$ cat src/rtl/sgc_pkg.sv
// Shared types for the subclock power gate controller.
package sgc_pkg;

    // Control state captured during the low phase of the core clock.
    typedef struct packed {
        logic gate_en;   // 1 = subclock gating active (override not asserted)
        logic full_off;  // 1 = cut the rails fully, 0 = clamp them
    } sgc_mode_t;

    localparam sgc_mode_t SGC_MODE_RESET = '{gate_en: 1'b0, full_off: 1'b0};

endpackage

$ cat src/rtl/sgc_mode_latch.sv
// Captures the override and shutdown controls, but only at reference edges
// where the core clock is low, so a gated phase always runs with the mode
// it started with. Assumes core_clk_i is synchronous to clk.
module sgc_mode_latch
    import sgc_pkg::*;
(
    input  logic      clk,
    input  logic      rst_n,
    input  logic      core_clk_i,
    input  logic      override_n_i,
    input  logic      shutdown_i,
    output sgc_mode_t mode_o
);

    sgc_mode_t mode_q;

    // Sample the mode controls during the restored (low) phase only.
    always_ff @(posedge clk) begin
        if (!rst_n) begin
            mode_q <= SGC_MODE_RESET;
        end else if (!core_clk_i) begin
            mode_q <= '{gate_en: override_n_i, full_off: shutdown_i};
        end
    end

    assign mode_o = mode_q;

    // the captured mode never moves on an edge that sees the core clock high.
    a_r7_mode_hold: assert property (@(posedge clk) disable iff (!rst_n)
        core_clk_i |=> $stable(mode_q));

endmodule

$ cat src/rtl/sgc_rail_sync.sv
// Multi-stage synchroniser for the asynchronous rail-ready sense.
// Assumes STAGES >= 2. The reset value is 0, meaning "not ready".
module sgc_rail_sync #(
    parameter int STAGES = 2
) (
    input  logic clk,
    input  logic rst_n,
    input  logic rail_ready_i,
    output logic ready_o
);

    localparam int LAST = STAGES - 1;

    logic [STAGES-1:0] stage_q;

    // Build the flop chain one stage at a time.
    for (genvar i = 0; i < STAGES; i++) begin : g_stage
        if (i == 0) begin : g_first
            // The first stage samples the raw asynchronous input.
            always_ff @(posedge clk) begin
                if (!rst_n) stage_q[i] <= 1'b0;
                else        stage_q[i] <= rail_ready_i;
            end
        end else begin : g_next
            // Each later stage resamples the stage before it.
            always_ff @(posedge clk) begin
                if (!rst_n) stage_q[i] <= 1'b0;
                else        stage_q[i] <= stage_q[i-1];
            end
        end
    end

    assign ready_o = stage_q[LAST];

    // the synchronised output only ever repeats the previous stage's value.
    a_r5_sync_follows: assert property (@(posedge clk) disable iff (!rst_n)
        $rose(ready_o) |-> $past(stage_q[LAST-1]));

endmodule

$ cat src/rtl/sgc_gate_drive.sv
// Registers the switch enables and the isolation enable from the core clock
// phase and the captured mode. Isolation is raised with the high phase and
// held after the fall until the synchronised rail-ready sense is 1.
// Assumes core_clk_i is synchronous to clk.
module sgc_gate_drive
    import sgc_pkg::*;
(
    input  logic      clk,
    input  logic      rst_n,
    input  logic      core_clk_i,
    input  sgc_mode_t mode_i,
    input  logic      ready_i,
    output logic      sleep_o,
    output logic      sleep_n_o,
    output logic      retain_o,
    output logic      retain_n_o,
    output logic      isolate_o
);

    logic sleep_q;
    logic retain_q;
    logic iso_q;

    // Switch enables track the core clock phase while gating is active.
    always_ff @(posedge clk) begin
        if (!rst_n) begin
            sleep_q  <= 1'b0;
            retain_q <= 1'b0;
        end else begin
            sleep_q  <= core_clk_i & mode_i.gate_en;
            retain_q <= core_clk_i & mode_i.gate_en & ~mode_i.full_off;
        end
    end

    // Isolation: set in the high phase, held until the rail reports ready.
    always_ff @(posedge clk) begin
        if (!rst_n) iso_q <= 1'b0;
        else        iso_q <= mode_i.gate_en & (core_clk_i | (iso_q & ~ready_i));
    end

    assign sleep_o    = sleep_q;
    assign sleep_n_o  = ~sleep_q;
    assign retain_o   = retain_q;
    assign retain_n_o = ~retain_q;
    assign isolate_o  = iso_q;

    // the clamp is never enabled without the sleep switch.
    a_r3_retain_needs_sleep: assert property (@(posedge clk) disable iff (!rst_n)
        retain_q |-> sleep_q);

    // the domain is never asleep with its outputs unisolated.
    a_r4_iso_covers_sleep: assert property (@(posedge clk) disable iff (!rst_n)
        sleep_q |-> iso_q);

    // with gating on, isolation only drops after a ready sense was seen.
    a_r5_release_on_ready: assert property (@(posedge clk) disable iff (!rst_n)
        ($fell(iso_q) && $past(mode_i.gate_en)) |-> $past(ready_i));

    // with override captured, isolation is low on the next edge.
    a_r6_override_no_iso: assert property (@(posedge clk) disable iff (!rst_n)
        !mode_i.gate_en |=> !iso_q);

endmodule

$ cat src/rtl/sgc_wake_monitor.sv
// Times the rail wake-up after each falling core clock edge and sets a
// sticky flag when the synchronised ready does not arrive within the limit.
// Assumes the limit is held steady while a wake-up is being timed.
module sgc_wake_monitor #(
    parameter int CNT_W = 16
) (
    input  logic             clk,
    input  logic             rst_n,
    input  logic             core_clk_i,
    input  logic             gate_en_i,
    input  logic             ready_i,
    input  logic [CNT_W-1:0] limit_i,
    output logic             late_o
);

    logic             phase_q;
    logic             wait_q;
    logic [CNT_W-1:0] cnt_q;
    logic             late_q;

    // Remember the previous core clock level to find the falling edge.
    always_ff @(posedge clk) begin
        if (!rst_n) phase_q <= 1'b0;
        else        phase_q <= core_clk_i;
    end

    // Start the timer at the falling edge; stop it on ready, timeout or a new high phase.
    always_ff @(posedge clk) begin
        if (!rst_n) begin
            wait_q <= 1'b0;
            cnt_q  <= '0;
            late_q <= 1'b0;
        end else if (core_clk_i) begin
            wait_q <= 1'b0;
        end else if (phase_q && gate_en_i) begin
            wait_q <= 1'b1;
            cnt_q  <= '0;
        end else if (wait_q) begin
            if (ready_i) begin
                wait_q <= 1'b0;
            end else if (cnt_q == limit_i) begin
                late_q <= 1'b1;
                wait_q <= 1'b0;
            end else begin
                cnt_q <= cnt_q + 1'b1;
            end
        end
    end

    assign late_o = late_q;

    // once raised, the late flag holds until reset.
    a_r9_late_sticky: assert property (@(posedge clk) disable iff (!rst_n)
        late_q |=> late_q);

    // the flag only rises while timing a wake-up that has not seen ready.
    a_r8_late_cause: assert property (@(posedge clk) disable iff (!rst_n)
        $rose(late_q) |-> ($past(wait_q) && !$past(ready_i)));

endmodule

$ cat src/rtl/subclk_gate_ctrl.sv
// Top of the subclock power gate and isolation controller. It ties together
// the mode capture, the rail-ready synchroniser, the enable and isolation
// drivers, and the wake-up timer. Everything runs on the reference clock.
// core_clk_i must be a level that is synchronous to that clock.
module subclk_gate_ctrl
    import sgc_pkg::*;
#(
    parameter int SYNC_STAGES = 2,
    parameter int CNT_W       = 16
) (
    input  logic             clk,
    input  logic             rst_n,
    input  logic             core_clk_i,
    input  logic             override_n_i,
    input  logic             shutdown_i,
    input  logic             rail_ready_i,
    input  logic [CNT_W-1:0] wake_limit_i,
    output logic             sleep_o,
    output logic             sleep_n_o,
    output logic             retain_o,
    output logic             retain_n_o,
    output logic             isolate_o,
    output logic             late_wake_o
);

    sgc_mode_t mode;
    logic      ready_sync;

    sgc_mode_latch u_mode (
        .clk          (clk),
        .rst_n        (rst_n),
        .core_clk_i   (core_clk_i),
        .override_n_i (override_n_i),
        .shutdown_i   (shutdown_i),
        .mode_o       (mode)
    );

    sgc_rail_sync #(.STAGES(SYNC_STAGES)) u_sync (
        .clk          (clk),
        .rst_n        (rst_n),
        .rail_ready_i (rail_ready_i),
        .ready_o      (ready_sync)
    );

    sgc_gate_drive u_drive (
        .clk        (clk),
        .rst_n      (rst_n),
        .core_clk_i (core_clk_i),
        .mode_i     (mode),
        .ready_i    (ready_sync),
        .sleep_o    (sleep_o),
        .sleep_n_o  (sleep_n_o),
        .retain_o   (retain_o),
        .retain_n_o (retain_n_o),
        .isolate_o  (isolate_o)
    );

    sgc_wake_monitor #(.CNT_W(CNT_W)) u_wake (
        .clk        (clk),
        .rst_n      (rst_n),
        .core_clk_i (core_clk_i),
        .gate_en_i  (mode.gate_en),
        .ready_i    (ready_sync),
        .limit_i    (wake_limit_i),
        .late_o     (late_wake_o)
    );

    // the sleep enable pair is always complementary.
    a_r2_sleep_pair: assert property (@(posedge clk) disable iff (!rst_n)
        sleep_o != sleep_n_o);

endmodule

$ cat config.mk
export PLATFORM = sky130hd
export DESIGN_NAME = subclk_gate_ctrl
export DESIGN_NICKNAME = d
export VERILOG_FILES = /design/src/rtl/sgc_pkg.sv /design/src/rtl/sgc_mode_latch.sv /design/src/rtl/sgc_rail_sync.sv /design/src/rtl/sgc_gate_drive.sv /design/src/rtl/sgc_wake_monitor.sv /design/src/rtl/subclk_gate_ctrl.sv
export SDC_FILE = /design/constraint.sdc
export NUM_CORES = 1
export LEC_CHECK = 0
export BUFFER_PORTS_ARGS = -buffer_cell sky130_fd_sc_hd__buf_2
export CAP_MARGIN = 20
export CELL_PAD_IN_SITES_DETAIL_PLACEMENT = 1
export CELL_PAD_IN_SITES_GLOBAL_PLACEMENT = 1
export CORE_ASPECT_RATIO = 0.7
export CORE_MARGIN = 2
export CORE_UTILIZATION = 29
export CTS_CLUSTER_DIAMETER = 120
export CTS_CLUSTER_SIZE = 20
export DETAILED_ROUTE_END_ITERATION = 16
export PLACE_DENSITY = 0.64
export SLEW_MARGIN = 15
export SYNTH_ARGS = -nofsm -noshare
export SYNTH_HDL_FRONTEND = slang
export SYNTH_SLANG_ARGS = --single-unit
$ cat constraint.sdc
create_clock -name clk -period 2.2 [get_ports clk]
set_input_delay 0.66 -clock clk [delete_from_list [all_inputs] [get_ports clk]]
set_output_delay 0.66 -clock clk [all_outputs]
set_load 0.1 [all_outputs]
==> results.txt <==
outcome - complete, no violations
Worst Tran Pin Value - 0.614 ns
vias post-DR - 1355
clock skew - 0.0104 ns
final setup fails - 0
fin cells - 252
average cell area after synthesis - 8.56 sq um
clock buffer depth - 2
antenna cells - 0
fin crit period - 2.07 ns
RSZ-0062 raised after global routing - false
YS warnings - 0
Fillers - 576
synth unique cells - 38
flop2flop setup slack - 0.13 ns
final period utilization - 93.9%
leak pwr - 0.626 nW
GPL Wtd Cong - 0.801
crit start category - flop
Critical Path RT - 2.41 ns
Rel. slew slack - 58.8%
pre-CTS setup slack - -0.0822 ns
multi-input logic area - 830 sq um
critical path class - flop to flop
fraction of layout cells with a size suffix above 1 - 25.6%
hold depth - 1
hpwl dp - 3210 microns
Skew-Pair Late Insertion Delay - 0.28 ns
fmax - 484 MHz
Seq. cell area - 523 sq um
Reg-to-Reg Start - u_wake.cnt_q[7]
Post-CTS Setup Bufs - 0
pwr dens - 571 nW/um^2
area of the core - 4700 sq um
worst reg2reg path depth - 4
Post-synth EDFFs - 0
DP Cell Count - 248
Hold Path Sink - u_drive.retain_o
Num CTS Buffers - 3
Final Worst Setup Slack - 0.135 ns
CTS tree - built
die height - 62.0 microns
final wirelength - 4230 microns
drt initial violations - 75
clk root buf - clkbuf_8
Peak VDD IR - 0.205 mV
sequential share of the synthesized area - 37.3%
number of global-route vias before repair - 1324
final hold slack - 0.416 ns
Worst-path clk slew - 0.10 ns
Initial Utilization - 29.7%
post-route ant nets - 0
Site Rows - 21
final hold viol count - 0
1st-pass router iterations - 4
Final Max Tran Viols - 0
Fin Setup TNS - 0 ns
H-Tree Depth - 1
hold_buf cts - 0
clock sink total - 26
IO Count - 28
CP Capture Type - flop
Via density - 5.38
GRT overflow - 0
die width - 86.9 microns
Synth async-reset ratio - 0%
main flop type after synthesis - dfxtp_1
initial antenna violation count - 0
worst-path fanout max - 7
Post-Syn Instances - 163
Post-DP Area - 1650 sq um
Hold/Removal Path Class - flop to flop
WL per Instance - 16.8 microns
design area - 1720 sq um
Total GRT Usage - 16.5%
Area Growth Syn to Fin - 23.0%
largest net degree at the start of global routing - 23
Reg2Reg Capture Point - u_wake.cnt_q[15]
DRC - 0
syn nets - 186
Max Cap Viol - 0
Synth Register Bits - 26
Port Buffer Count - 27
CP arrival - 2.28 ns
die area - 5390 sq um
synthesized area - 1400 sq um
Final #Nets - 219
first-pass GRT wire length - 6760 microns
Hold Path Origin - u_mode.mode_o[0]
post-cts resize count - 0
-- Yosys cell counts (all sizes together), types with 4 or more instances --
| cell type | count | area share [%] |
|---|---|---|
| o21ai | 8 | 2.9 |
| inv | 7 | 1.9 |
| xnor2 | 16 | 10 |
| o211ai | 4 | 2.5 |
| clkbuf | 4 | 1.1 |
| dfxtp | 26 | 37 |
| o311ai | 4 | 2.5 |
| nor2b | 5 | 2.2 |
| nand2 | 16 | 4.3 |
| a21oi | 6 | 2.2 |
| nand4 | 8 | 4.7 |
| nor2 | 6 | 1.6 |
| or4 | 11 | 6.0 |
| nand3 | 7 | 2.5 |
-- worst max-delay path by stage --
stage,from,end,slack (ns),depth (start not counted)
after global placement,wake_limit_i[14],u_wake.cnt_q[7],-0.01,9
after CTS,u_wake.cnt_q[0],u_wake.cnt_q[15],0.16,5
after global routing,u_wake.cnt_q[7],u_wake.cnt_q[14],0.005,5
after floorplan,wake_limit_i[9],u_wake.cnt_q[11],0.26,6
after detailed placement,wake_limit_i[14],u_wake.cnt_q[7],-0.08,9
final,u_wake.cnt_q[7],u_wake.cnt_q[15],0.13,4
-- through the flow --
step | total power, W | utilization (%)
detailed placement | 0.000584 | 35.0
CTS | 0.000987 | 36.5
global route | 0.00102 | 36.5
finish | 0.000980 | 36.5
global placement | 0.000582 | 35.0
floorplan | 0.000544 | -
-- kinds of logic after synthesis --
| group | synth area share, % |
|---|---|
| and+or+nand+nor | 31.5 |
| AOI/OAI and AO/OA | 13.6 |
| DFF | 37.3 |
| xor gates and xnor gates | 10.0 |
| buffers and inverters | 3.68 |
| muxes | 2.96 |
| adders and majority gates | 0.897 |
-- worst max-delay path, stage by stage (launching register included) --
cell and delay (ns):
dfxtp_1 0.48, nand4_1 0.31, or4_1 0.62, or4b_1 0.51, o211ai_2 0.09
-- final cells by class --
type	count	area share [%]
sequential	26	30.5
clock inverter	1	1.75
tap	57	4.15
clock buffer	3	2.41
multi-input combinational	124	48.3
timing repair buffer	34	10.9
inverter	7	1.97
-- state kept, by name, summed over array words and instances, names as in the netlist --
register	cells
u_drive.retain_o	1
u_wake.phase_q	1
u_wake.wait_q	1
u_wake.cnt_q	16
u_wake.late_o	1
u_sync.ready_o	1
u_drive.sleep_o	1
u_drive.isolate_o	1
u_mode.mode_o	2
u_sync.stage_q	1
-- where the power goes --
group	total [W]	leakage [nW]	switching, W	internal (W)
Combinational	0.0000919	0.379	0.0000562	0.0000357
Sequential	0.000481	0.212	0.00000364	0.000477
Clock	0.000408	0.0357	0.000164	0.000244
-- cell usage in the layout (no fill, tap or decap), types with 2 or more instances in the layout --
cell type / Yosys / final
or2_2: 2 / 2
nor4_1: 3 / 2
o211ai_1: 3 / 3
nor3_1: 2 / 2
clkinvlp_4: 0 / 2
xnor2_1: 16 / 16
nand2b_1: 3 / 3
nand3_1: 7 / 7
dfxtp_2: 0 / 2
a21oi_1: 6 / 6
nand4_1: 7 / 7
o21ai_1: 2 / 2
buf_4: 0 / 7
nor2b_1: 5 / 5
buf_2: 2 / 27
o31ai_1: 3 / 3
or4_1: 10 / 10
clkbuf_8: 0 / 3
and2_1: 3 / 3
mux2i_1: 3 / 3
nor2_1: 6 / 6
or3_1: 3 / 3
dfxtp_1: 26 / 24
nand2_1: 16 / 16
inv_1: 7 / 5
o311ai_0: 4 / 4
o21ai_0: 6 / 6
-- layer usage --
layer | up-vias | wire [microns] | share of wire [%] | track usage [%]
met2 | 31 | 1890 | 45 | 26.8
met3 | 2 | 219 | 5.2 | 4.62
li1 | 660 | - | - | -
met1 | 662 | 2100 | 50 | 22.5
met5 | - | 0 | 0 | 0
met4 | 0 | 19 | 0.45 | 2.90
No activity file was read; power rests on OpenSTA's default activity.
